**config.mk**
```make
export PLATFORM = sky130hd
export DESIGN_NAME = scl_sync_gen
export DESIGN_NICKNAME = d
export VERILOG_FILES = /design/src/rtl/scl_sync_pkg.sv /design/src/rtl/scl_bus_sync.sv /design/src/rtl/scl_period_cnt.sv /design/src/rtl/scl_phase_ctl.sv /design/src/rtl/scl_sync_gen.sv
export SDC_FILE = /design/constraint.sdc
export NUM_CORES = 1
export LEC_CHECK = 0
export ABC_CLOCK_PERIOD_IN_PS = 4400
export BUFFER_PORTS_ARGS = -buffer_cell sky130_fd_sc_hd__buf_4
export CORE_UTILIZATION = 46
export DETAILED_ROUTE_END_ITERATION = 10
export PLACE_DENSITY_LB_ADDON = 0.12
export SYNTH_ARGS = -nofsm -noshare
export SYNTH_HDL_FRONTEND = slang
export SYNTH_SLANG_ARGS = --single-unit
```
**constraint.sdc**
```tcl
create_clock -name clk -period 4.4 [get_ports clk]
set_input_delay 0.88 -clock clk [delete_from_list [all_inputs] [get_ports clk]]
set_output_delay 0.88 -clock clk [all_outputs]
set_load 0.01 [all_outputs]
```
**src/rtl/scl_sync_pkg.sv**
```systemverilog
package scl_sync_pkg;
  // Clock phases of the generator.
  typedef enum logic [2:0] {
    PH_IDLE = 3'd0,  // disabled, line released
    PH_ARM  = 3'd1,  // enabled, waiting for an idle-high line
    PH_LOW  = 3'd2,  // pulling low, counting low period
    PH_WAIT = 3'd3,  // released, line still held low elsewhere
    PH_HIGH = 3'd4   // line seen high, counting high period
  } scl_phase_e;
endpackage

```
**src/rtl/scl_bus_sync.sv**
```systemverilog
module scl_bus_sync #(
  parameter int STAGES = 2
) (
  input  logic clk,
  input  logic rst_n,
  input  logic scl_raw,
  output logic lvl,
  output logic rise,
  output logic fall
);
  logic [STAGES-1:0] chain;
  logic              prev;

  for (genvar i = 0; i < STAGES; i++) begin : g_stage
    if (i == 0) begin : g_first
      always_ff @(posedge clk or negedge rst_n) begin
        if (!rst_n) chain[0] <= 1'b1;
        else        chain[0] <= scl_raw;
      end
    end else begin : g_next
      always_ff @(posedge clk or negedge rst_n) begin
        if (!rst_n) chain[i] <= 1'b1;
        else        chain[i] <= chain[i-1];
      end
    end
  end

  always_ff @(posedge clk or negedge rst_n) begin
    if (!rst_n) prev <= 1'b1;
    else        prev <= chain[STAGES-1];
  end

  assign lvl  = chain[STAGES-1];
  assign rise = chain[STAGES-1] & ~prev;
  assign fall = ~chain[STAGES-1] & prev;
endmodule

```
**src/rtl/scl_period_cnt.sv**
```systemverilog
module scl_period_cnt #(
  parameter int W = 12
) (
  input  logic         clk,
  input  logic         rst_n,
  input  logic         clear,
  input  logic [W-1:0] period,
  output logic         done
);
  logic [W-1:0] cnt;

  // A period of 0 finishes after one cycle, like a period of 1.
  assign done = ({1'b0, cnt} + (W+1)'(1)) >= {1'b0, period};

  always_ff @(posedge clk or negedge rst_n) begin
    if (!rst_n)     cnt <= '0;
    else if (clear) cnt <= '0;
    else if (!done) cnt <= cnt + W'(1);
  end
endmodule

```
**src/rtl/scl_phase_ctl.sv**
```systemverilog
module scl_phase_ctl
  import scl_sync_pkg::*;
#(
  parameter int CNT_W = 12
) (
  input  logic             clk,
  input  logic             rst_n,
  input  logic             en,
  input  logic             lvl,
  input  logic             rise,
  input  logic             fall,
  input  logic             cnt_done,
  input  logic [CNT_W-1:0] low_len,
  input  logic [CNT_W-1:0] high_len,
  output logic             cnt_clear,
  output logic [CNT_W-1:0] period,
  output logic             pull
);
  scl_phase_e state_q, state_d;

  always_comb begin
    state_d = state_q;
    if (!en) begin
      state_d = PH_IDLE;
    end else begin
      case (state_q)
        PH_IDLE: state_d = PH_ARM;
        PH_ARM:  if (lvl) state_d = PH_HIGH;
        // An edge from any device, or our own expiry, opens a low phase.
        PH_HIGH: if (fall || cnt_done) state_d = PH_LOW;
        PH_LOW:  if (cnt_done) state_d = PH_WAIT;
        // Only a fresh rising edge ends the wait; a stale high is ignored.
        PH_WAIT: if (rise) state_d = PH_HIGH;
        default: state_d = PH_IDLE;
      endcase
    end
  end

  always_ff @(posedge clk or negedge rst_n) begin
    if (!rst_n) state_q <= PH_IDLE;
    else        state_q <= state_d;
  end

  assign cnt_clear = (state_d != state_q) ||
                     !((state_q == PH_LOW) || (state_q == PH_HIGH));
  assign period    = (state_q == PH_LOW) ? low_len : high_len;
  assign pull      = (state_q == PH_LOW);
endmodule

```
**src/rtl/scl_sync_gen.sv**
```systemverilog
module scl_sync_gen #(
  parameter int CNT_W       = 12,
  parameter int SYNC_STAGES = 2
) (
  input  logic             clk,
  input  logic             rst_n,
  input  logic             en,
  input  logic [CNT_W-1:0] low_len,
  input  logic [CNT_W-1:0] high_len,
  input  logic             scl_in,
  output logic             scl_pull_low,
  output logic             scl_rise,
  output logic             scl_fall
);
  logic             lvl, rise_s, fall_s;
  logic             cnt_clear, cnt_done;
  logic [CNT_W-1:0] period;

  scl_bus_sync #(.STAGES(SYNC_STAGES)) u_sync (
    .clk     (clk),
    .rst_n   (rst_n),
    .scl_raw (scl_in),
    .lvl     (lvl),
    .rise    (rise_s),
    .fall    (fall_s)
  );

  scl_phase_ctl #(.CNT_W(CNT_W)) u_ctl (
    .clk       (clk),
    .rst_n     (rst_n),
    .en        (en),
    .lvl       (lvl),
    .rise      (rise_s),
    .fall      (fall_s),
    .cnt_done  (cnt_done),
    .low_len   (low_len),
    .high_len  (high_len),
    .cnt_clear (cnt_clear),
    .period    (period),
    .pull      (scl_pull_low)
  );

  scl_period_cnt #(.W(CNT_W)) u_cnt (
    .clk    (clk),
    .rst_n  (rst_n),
    .clear  (cnt_clear),
    .period (period),
    .done   (cnt_done)
  );

  assign scl_rise = en & rise_s;
  assign scl_fall = en & fall_s;
endmodule

```
# After elaboration in Yosys (flattened, before gate mapping)
# Cells that the tools add are included.
# totals
romBits,0
register_bits,18
mem_bits_rw,0
elab_cells,34
inputBits,28
n_memories,0
latchBits,0
out_inout_bits,3
# classes
n_mul,0
n_div,0
addsub,2
reduce_logical,5
mux,9
eq_ne,6
shifts,0
bitwise,6
n_lt_le_gt_ge,1
# ops
operator,n
12-bit 2-to-1 mux,3
3-bit 2-to-1 mux,5
3-bit case mux with 5 select lines,1
"12-bit by 1-bit adder with 13-bit output, second input constant",1
13-bit by 12-bit greater-or-equal comparator with 1-bit output,1
"12-bit by 1-bit adder with 12-bit output, second input constant",1
"3-bit by 2-bit equality test with 1-bit output, second input constant",2
1-bit AND,4
"3-bit by 1-bit equality test with 1-bit output, second input constant",1
"3-bit equality test, second input constant",1
3-bit logical NOT,1
1-bit logical OR,3
3-bit inequality test,1
"2-bit inequality test, second input constant",1
1-bit inverter,2
1-bit logical NOT,1

# Longest topological paths before layout
# Gate-level depths: netlist of run 1.
# logic_depth
ltp_word,10
depth_mapped,12
ltp_nobuf,10

# Modules after synthesis
# Synthesis of run 1 repeated with hierarchy kept, for this count alone.
# unflattened
cells_unflattened,235
area_unflattened_um2,2020.7
# modules_own_cells
module,area_each_um2,cells_per_inst,n_inst
scl_period_cnt,1519.0,192,1
scl_phase_ctl,395.4,36,1
scl_bus_sync,93.8,5,1
scl_sync_gen,12.5,2,1

# Least setup slack after synthesis of run 1
# OpenSTA, ideal clock, no wires.
# synth_timing
kind,reg-to-reg
from,register u_ctl.state_q[2]
to,register u_cnt.cnt[10]
arrival_ns,2.886
setup_ns,0.069
period_less_slack_ns,2.955
n_path_buf,3
slack_ns,1.445
path_stages_with_launch,13
cell_sequence,dfrtp_1 > nor2b_1 > nor2b_1 > clkbuf_1 > buf_2 > mux2i_1 > ha_1 > o21a_1 > o2111ai_1 > o211ai_1 > or4_4 > buf_6 > nor2b_2
# synth_via
elab_chain_cells,10
elab_cells_between_ends,20
classes_between,1 x order compare; 6 x eq/ne; 8 x mux; 5 x reduce/logical
# synth_lines
item,line_no,source
start: declaration,scl_phase_ctl.sv:19,"scl_phase_e state_q, state_d;"
start signal: assignment,scl_phase_ctl.sv:41,else state_q <= state_d;
3-bit by 2-bit equality test with 1-bit output *,-,
named net scl_pull_low,scl_sync_gen.sv:11,"output logic scl_pull_low,"
12-bit 2-to-1 mux,scl_phase_ctl.sv:46,assign period = (state_q == PH_LOW) ? low_len : high_len;
13-bit by 12-bit greater-or-equal comparator with 1-bit output,scl_period_cnt.sv:13,"assign done = ({1'b0, cnt} + (W+1)'(1)) >= {1'b0, period};"
1-bit logical OR,scl_phase_ctl.sv:30,PH_HIGH: if (fall || cnt_done) state_d = PH_LOW;
3-bit 2-to-1 mux,scl_phase_ctl.sv:30,
3-bit case mux with 5 select lines,scl_phase_ctl.sv:26,case (state_q)
3-bit 2-to-1 mux,scl_phase_ctl.sv:23,if (!en) begin
3-bit inequality test,scl_phase_ctl.sv:44,assign cnt_clear = (state_d != state_q) ||
1-bit logical OR,scl_phase_ctl.sv:44,
2-bit inequality test (no source line) / 12-bit 2-to-1 mux (equally long branches),-,
end signal: assignment,scl_period_cnt.sv:18,else if (!done) cnt <= cnt + W'(1);
end: declaration,scl_period_cnt.sv:10,logic [W-1:0] cnt;
# Mark *: on every way through the listed nets, which the timed path passes. The rest lies on a longest branch.
# A chain may end at the register's enable or synchronous reset.

# Final worst setup path of run 1
# layout_timing
from,register u_ctl.state_q[2]
to,register u_cnt.cnt[3]
# layout_via
elab_chain_cells,10
elab_cells_between_ends,20
classes_between,1 x order compare; 6 x eq/ne; 8 x mux; 5 x reduce/logical
# layout_lines
item,line_no
3-bit by 2-bit equality test with 1-bit output,"scl_phase_ctl.sv:26, scl_phase_ctl.sv:45, scl_phase_ctl.sv:46"
12-bit 2-to-1 mux,scl_phase_ctl.sv:46
13-bit by 12-bit greater-or-equal comparator with 1-bit output,scl_period_cnt.sv:13
1-bit logical OR,scl_phase_ctl.sv:30
3-bit 2-to-1 mux,scl_phase_ctl.sv:30
3-bit case mux with 5 select lines,scl_phase_ctl.sv:26
3-bit 2-to-1 mux,scl_phase_ctl.sv:23
3-bit inequality test,scl_phase_ctl.sv:44
1-bit logical OR,scl_phase_ctl.sv:44
2-bit inequality test (no source line) / 12-bit 2-to-1 mux (equally long branches),-
# Parallel ways exist; a longest one is shown, timed or not.

==> results of run 1 <==
==> state kept, by name, indices dropped and copies added (netlist names) <==
register       flops
u_sync.chain       1
u_cnt.cnt         12
u_sync.lvl         1
u_sync.prev        1
u_ctl.state_q      3
==> final timing paths <==
| path | from | slack (ns) | end |
|---|---|---|---|
| max reg2reg | u_ctl.state_q[2] | 1.43 | u_cnt.cnt[3] |
| max in group asynchronous | rst_n | 3.71 | u_sync.prev |
| max | u_ctl.state_q[2] | 1.43 | u_cnt.cnt[3] |
| min | u_sync.chain[0] | 0.36 | u_sync.lvl |
| min reg2reg | u_sync.chain[0] | 0.36 | u_sync.lvl |
| min in group asynchronous | rst_n | 0.45 | u_cnt.cnt[2] |
==> worst max-delay path: stages (launching register included) <==
cell      delay (ns)
dfrtp_1         0.43
nor2b_1         0.23
nor2b_1         0.17
buf_4           0.24
mux2i_1         0.24
ha_1            0.29
a211oi_1        0.24
o211a_1         0.19
o211ai_1        0.09
or4_4           0.61
nor2b_1         0.16
==> per-layer routing <==
| layer | wire length [um] | vias up | share of wire |
|---|---|---|---|
| li1 | - | 521 | - |
| met1 | 1320 | 487 | 0.50 |
| met2 | 1190 | 28 | 0.45 |
| met3 | 112 | 0 | 0.043 |
| met4 | 0 | 0 | 0 |
| met5 | 0 | - | 0 |
==> metrics by stage <==
step / instances / setup slack, ns / utilization / hold slack, ns / instance area [um2]
global placement: 185 / 1.51 / 0.598 / 0.346 / 1540
global route: 189 / 1.20 / 0.612 / 0.366 / 1570
floorplan: 127 / 1.45 / - / 0.345 / 1280
finish: 189 / 1.43 / 0.612 / 0.362 / 1570
CTS: 189 / 1.42 / 0.612 / 0.363 / 1570
detailed placement: 185 / 1.45 / 0.598 / 0.349 / 1540
==> power breakdown <==
group | internal [mW] | switching, mW | leakage (nW)
clock network | 0.0502 | 0.0450 | 0.0210
logic | 0.0299 | 0.0236 | 0.459
registers | 0.170 | 0.00424 | 0.239
==> cell families (layout without fill, tap and decap cells) <==
family,after synthesis,after routing,synth area share
and+or+nand+nor,50,50,0.238
muxes,12,12,0.0945
DFF,18,18,0.353
xor gates and xnor gates,10,10,0.0682
AOI/OAI and AO/OA,19,19,0.0984
buffers and inverters,5,37,0.0214
adders and majority gates,13,13,0.127
==> cells in the mapped netlist, types with 2 or more instances <==
master     n
dfrtp_1   15
ha_1      13
mux2i_1   11
nor2_1     8
nor2b_2    8
nor2b_1    7
xnor2_1    7
a21oi_1    6
nand2_1    6
nand3_1    6
nand4_1    4
and2_1     3
and4_1     3
dfstp_2    3
o21ai_0    3
xor2_1     3
inv_1      2
nand2b_1   2
==> layout make-up <==
class	count	area, um2	area share
multi-input cells	104	803	0.511
flip-flops and latches	18	454	0.289
repair buffers	31	233	0.148
well taps	30	37.5	0.0239
clock buffers	4	36.3	0.0231
inverters	2	7.51	0.00478
==> layout by cell type, fill, tap and decap left out, types with 2 or more instances in the layout <==
cell type and count:
buf_4 31, dfrtp_1 15, ha_1 13, mux2i_1 11, nor2_1 8, nor2b_2 8
nor2b_1 7, xnor2_1 7, nand2_1 6, nand3_1 6, a21oi_1 6, nand4_1 4
and4_1 3, and2_1 3, xor2_1 3, o21ai_0 3, clkbuf_4 3, dfstp_2 3
inv_1 2, nand2b_1 2
==> impl_metrics.toml, run 1 <==
[global_route]
use_met2 = 0.299
grt.busiest_layer = "met2"
use_met3 = 0.0278
grt_max_degree = 19
grt.total_usage = 0.192
antenna_found_initial = 0
grt_pass1_wl_um = 4040
first_global_vias = 940
grt-ovfl-total = 0
grtUsageMet1 = 0.284

[timing]
grt_setup_unrepaired = "false"
tightestPinTransition_ns = 0.440
fmax_mhz = 337
period_share = 0.674
drv_slew = 0
slew_headroom = 0.703
setup-violations-final = 0
fin_skew_ns = 0.00241
tns_ns = 0
post-route-min-period_ns = 2.97
finalHoldViolations = 0

[synth]
ys.flop_type = "dfrtp_1"
syn_area_um2 = 1280
ys_seq_area_frac = 0.353
synth_nets = 168
synth-edff-count = 0
synth_cell_types = 35
syn-mean-instance-area_um2 = 10.1
synth_top_cell_by_area = "dfrtp_1"
yosysTopAreaCellShare = 0.292
ys_warn_count = 0
ys_ff_latch = 18
async_reset_ff_frac = 1.00
synthTopCellsByArea = "dfrtp_1, ha_1, mux2i_1, dfstp_2, nor2b_2"
syn_inst = 127

[outcome]
outcome = "finished, final reports clean"

[pwr]
p_leak_nw = 0.718
power.density_nw_per_um2 = 206
peakVddDrop_mv = 0.225
p_total_mw = 0.323

[worst_setup_path]
reg2reg_depth = 10
crit_type = "register to register"
cp.arrival_ns = 3.18
cp_max_fo = 13
cp-start-kind = "register"
endpoint_kind = "register"
worstPathRequired_ns = 4.61

[placed_design]
place_congestion = 0.889
io_buffers = 30
hpwl_um = 2230

[flow_run]
drv_cap = 0

[cts]
cts_max_level = 1
clock_latency_ns = 0.28
clkSinkCount = 18
cts_resized = 0
cts_tree = "built"
clockBufferDepth = 2
cts-root-buf = "clkbuf_4"
cts_hold_buf = 0
post_cts_buffers = 0
cts.reportedPaths.clkPinSlew_ns = 0.10
numCtsBuffers = 3

[finish]
antenna_cells = 0
area_growth_pct = 22.3
drive_gt1_frac = 0.302
nFillCells = 230
nets = 201

[floorplanning]
fp.coreArea_um2 = 2570
dieArea_um2 = 3010
initial_utilization = 0.500
rows = 18
die_y_um = 54.9
io_pins = 31
die-width_um = 54.9

[detailed_routing]
dr.pass1.iters = 4
vias_per_cell = 5.48
vias = 1036
drc = 0
post_drt_wl_per_cell_um = 13.9
ant_nets = 0
drt-initial-drc-count = 25
routed_wirelength_um = 2620

[worst_hold_path]
hold_path.class = "register to register"
hold_path_depth = 0
No activity file was read; power rests on OpenSTA's default activity.
==> run 2: changes to the inputs <==
- ABC_CLOCK_PERIOD_IN_PS: 4400 -> 3100
- clock period: 4.4 -> 3.1 ns (I/O delays scaled with it)
==> run 2 against run 1 <==
Against the previous run: sequential share of layout area shrank 0.59 points; via count grew 1.6%; maximum frequency grew 2.5%; worst hold slack lost 0.18 ns; final area grew 2.1%; utilization grew 1.3 points; first-iteration DRC count shrank 56%; sequential power grew 42%; clock power grew 43%; critical path depth is the same.
==> impl_metrics.toml, run 2 (synthesis results as in run 1) <==
[timing]
fin_hold_ws_ns = 0.180
finalHoldViolations = 0
tightestPinTransition_ns = 0.379
fmax_mhz = 345
post-route-min-period_ns = 2.89
setup_slack_ns = 0.205
period_share = 0.934
tns_ns = 0
grt_setup_unrepaired = "false"
slew_headroom = 0.744
fin_skew_ns = 0.00367
setup-violations-final = 0
drv_slew = 0

[finish]
antenna_cells = 0
largest_reg_flops = 12
nFillCells = 222
top_regs = "u_cnt.cnt: 12 flops, u_ctl.state_q: 3 flops"
area_growth_pct = 24.8
final_core_util = 0.625
most-common-layout-cells = "buf_4, dfrtp_1, ha_1, mux2i_1, nor2b_2"
drive_gt1_frac = 0.323
nets = 203
largest-register = "u_cnt.cnt"
fin_area_um2 = 1600
layout_commonest_cell = "buf_4"
instances_no_fill = 191

[pwr]
peakVddDrop_mv = 0.352
p_total_mw = 0.460
clkPwrFrac = 0.295
internal-power_mw = 0.357
swShare = 0.224
pwr-share-comb = 0.167
p_leak_nw = 0.731
p_seq_frac = 0.538
power.density_nw_per_um2 = 287
p_switching_mw = 0.103

[worst_setup_path]
reg2reg_depth = 10
cp_cell_sequence = "nor2b_2 -> nor2b_2 -> buf_12 -> mux2i_1 -> ha_1 -> a211oi_1 -> o211a_1 -> o211ai_1 -> or4_4 -> nor2b_1"
cpMaxStageDelayCell = "or4_4"
endpoint_kind = "register"
r2r-end = "u_cnt.cnt[3]"
cpPeakStageDelay_ns = 0.55
critPathMostFrequentCell = "nor2b_2"
critPathCapture = "u_cnt.cnt[3]"
r2r_slack_ns = 0.21
crit_type = "register to register"
cp.arrival_ns = 3.11
cp_max_fo = 13
worstPathRequired_ns = 3.31
cp-start-kind = "register"
critPathLaunch = "u_ctl.state_q[1]"
reg2reg_from = "u_ctl.state_q[1]"

[placed_design]
hpwl_um = 2140
io_buffers = 30
preCtsSetupSlack_ns = 0.0729
dpl_cell_area_um2 = 1560
dp_cells = 187
place_congestion = 0.840

[global_route]
antenna_found_initial = 0
grt.total_usage = 0.193
first_global_vias = 932
grt_pass1_wl_um = 3980
grt-ovfl-total = 0
grt_max_degree = 19

[floorplanning]
io_pins = 31
fp.coreArea_um2 = 2570
die-width_um = 54.9
die_y_um = 54.9
dieArea_um2 = 3010
rows = 18
initial_utilization = 0.500

[outcome]
outcome = "finished, final reports clean"

[cts]
cts-root-buf = "clkbuf_4"
clkSinkCount = 18
cts.reportedPaths.clkPinSlew_ns = 0.09
clock_latency_ns = 0.28
clockBufferDepth = 2
cts_tree = "built"
numCtsBuffers = 3
cts_max_level = 1

[detailed_routing]
dr.pass1.iters = 4
drc = 0
drt-initial-drc-count = 11
vias_per_cell = 5.51
post_drt_wl_per_cell_um = 13.4
ant_nets = 0
vias = 1053
routed_wirelength_um = 2560

[worst_hold_path]
hold_path.class = "primary input to asynchronous set/reset pin"

[flow_run]
drv_cap = 0
[run 2: power by group through the flow]
stage	clock (mW)	combinational, mW	sequential, mW
final	0.136	0.0767	0.247
after global routing	0.149	0.0863	0.248
after CTS	0.143	0.0774	0.247
after detailed placement	0	0.0770	0.251
after global placement	0	0.0753	0.251
after floorplan	0	0.0363	0.250
[run 2: cell type report]
cell class | instances | area, um2 | area share
multi-input combinational | 104 | 808 | 0.504
sequential | 18 | 454 | 0.283
timing repair buffer | 33 | 260 | 0.162
inverter | 2 | 7.51 | 0.00468
tap | 30 | 37.5 | 0.0234
clock buffer | 4 | 36.3 | 0.0226
[run 2: worst min-delay path by stage]
stage | startpoint | end | slack, ns
finish | rst_n | u_cnt.cnt[11] | 0.18
CTS | rst_n | u_cnt.cnt[11] | 0.17
global placement | u_sync.chain[0] | u_sync.lvl | 0.35
global route | rst_n | u_cnt.cnt[11] | 0.18
floorplan | rst_n | u_cnt.cnt[0] | 0.32
detailed placement | u_sync.chain[0] | u_sync.lvl | 0.35
[run 2: timing repair]
action | 4_1_cts | 5_1_grt
gates resized for setup | 0 | 2
endpoints found under the setup margin | 0 | 13
hold buffers | 0 | 0
hold endpoints to repair | 0 | 0
setup buffers | 0 | 0
[run 2: critical path, delay by kind of cell, from the launching register on]
kind,cells,cell delay (ns)
and+or+nand+nor,4,1.15
AOI/OAI and AO/OA,3,0.57
DFF,1,0.41
adders and majority gates,1,0.29
muxes,1,0.24
buffers and inverters,1,0.17
[run 2: metal layers]
layer,vias to the layer above,track usage,share of wire
li1,533,-,-
met1,487,0.265,0.46
met2,27,0.293,0.46
met3,6,0.0222,0.061
met4,0,0.103,0.015
met5,-,0,0
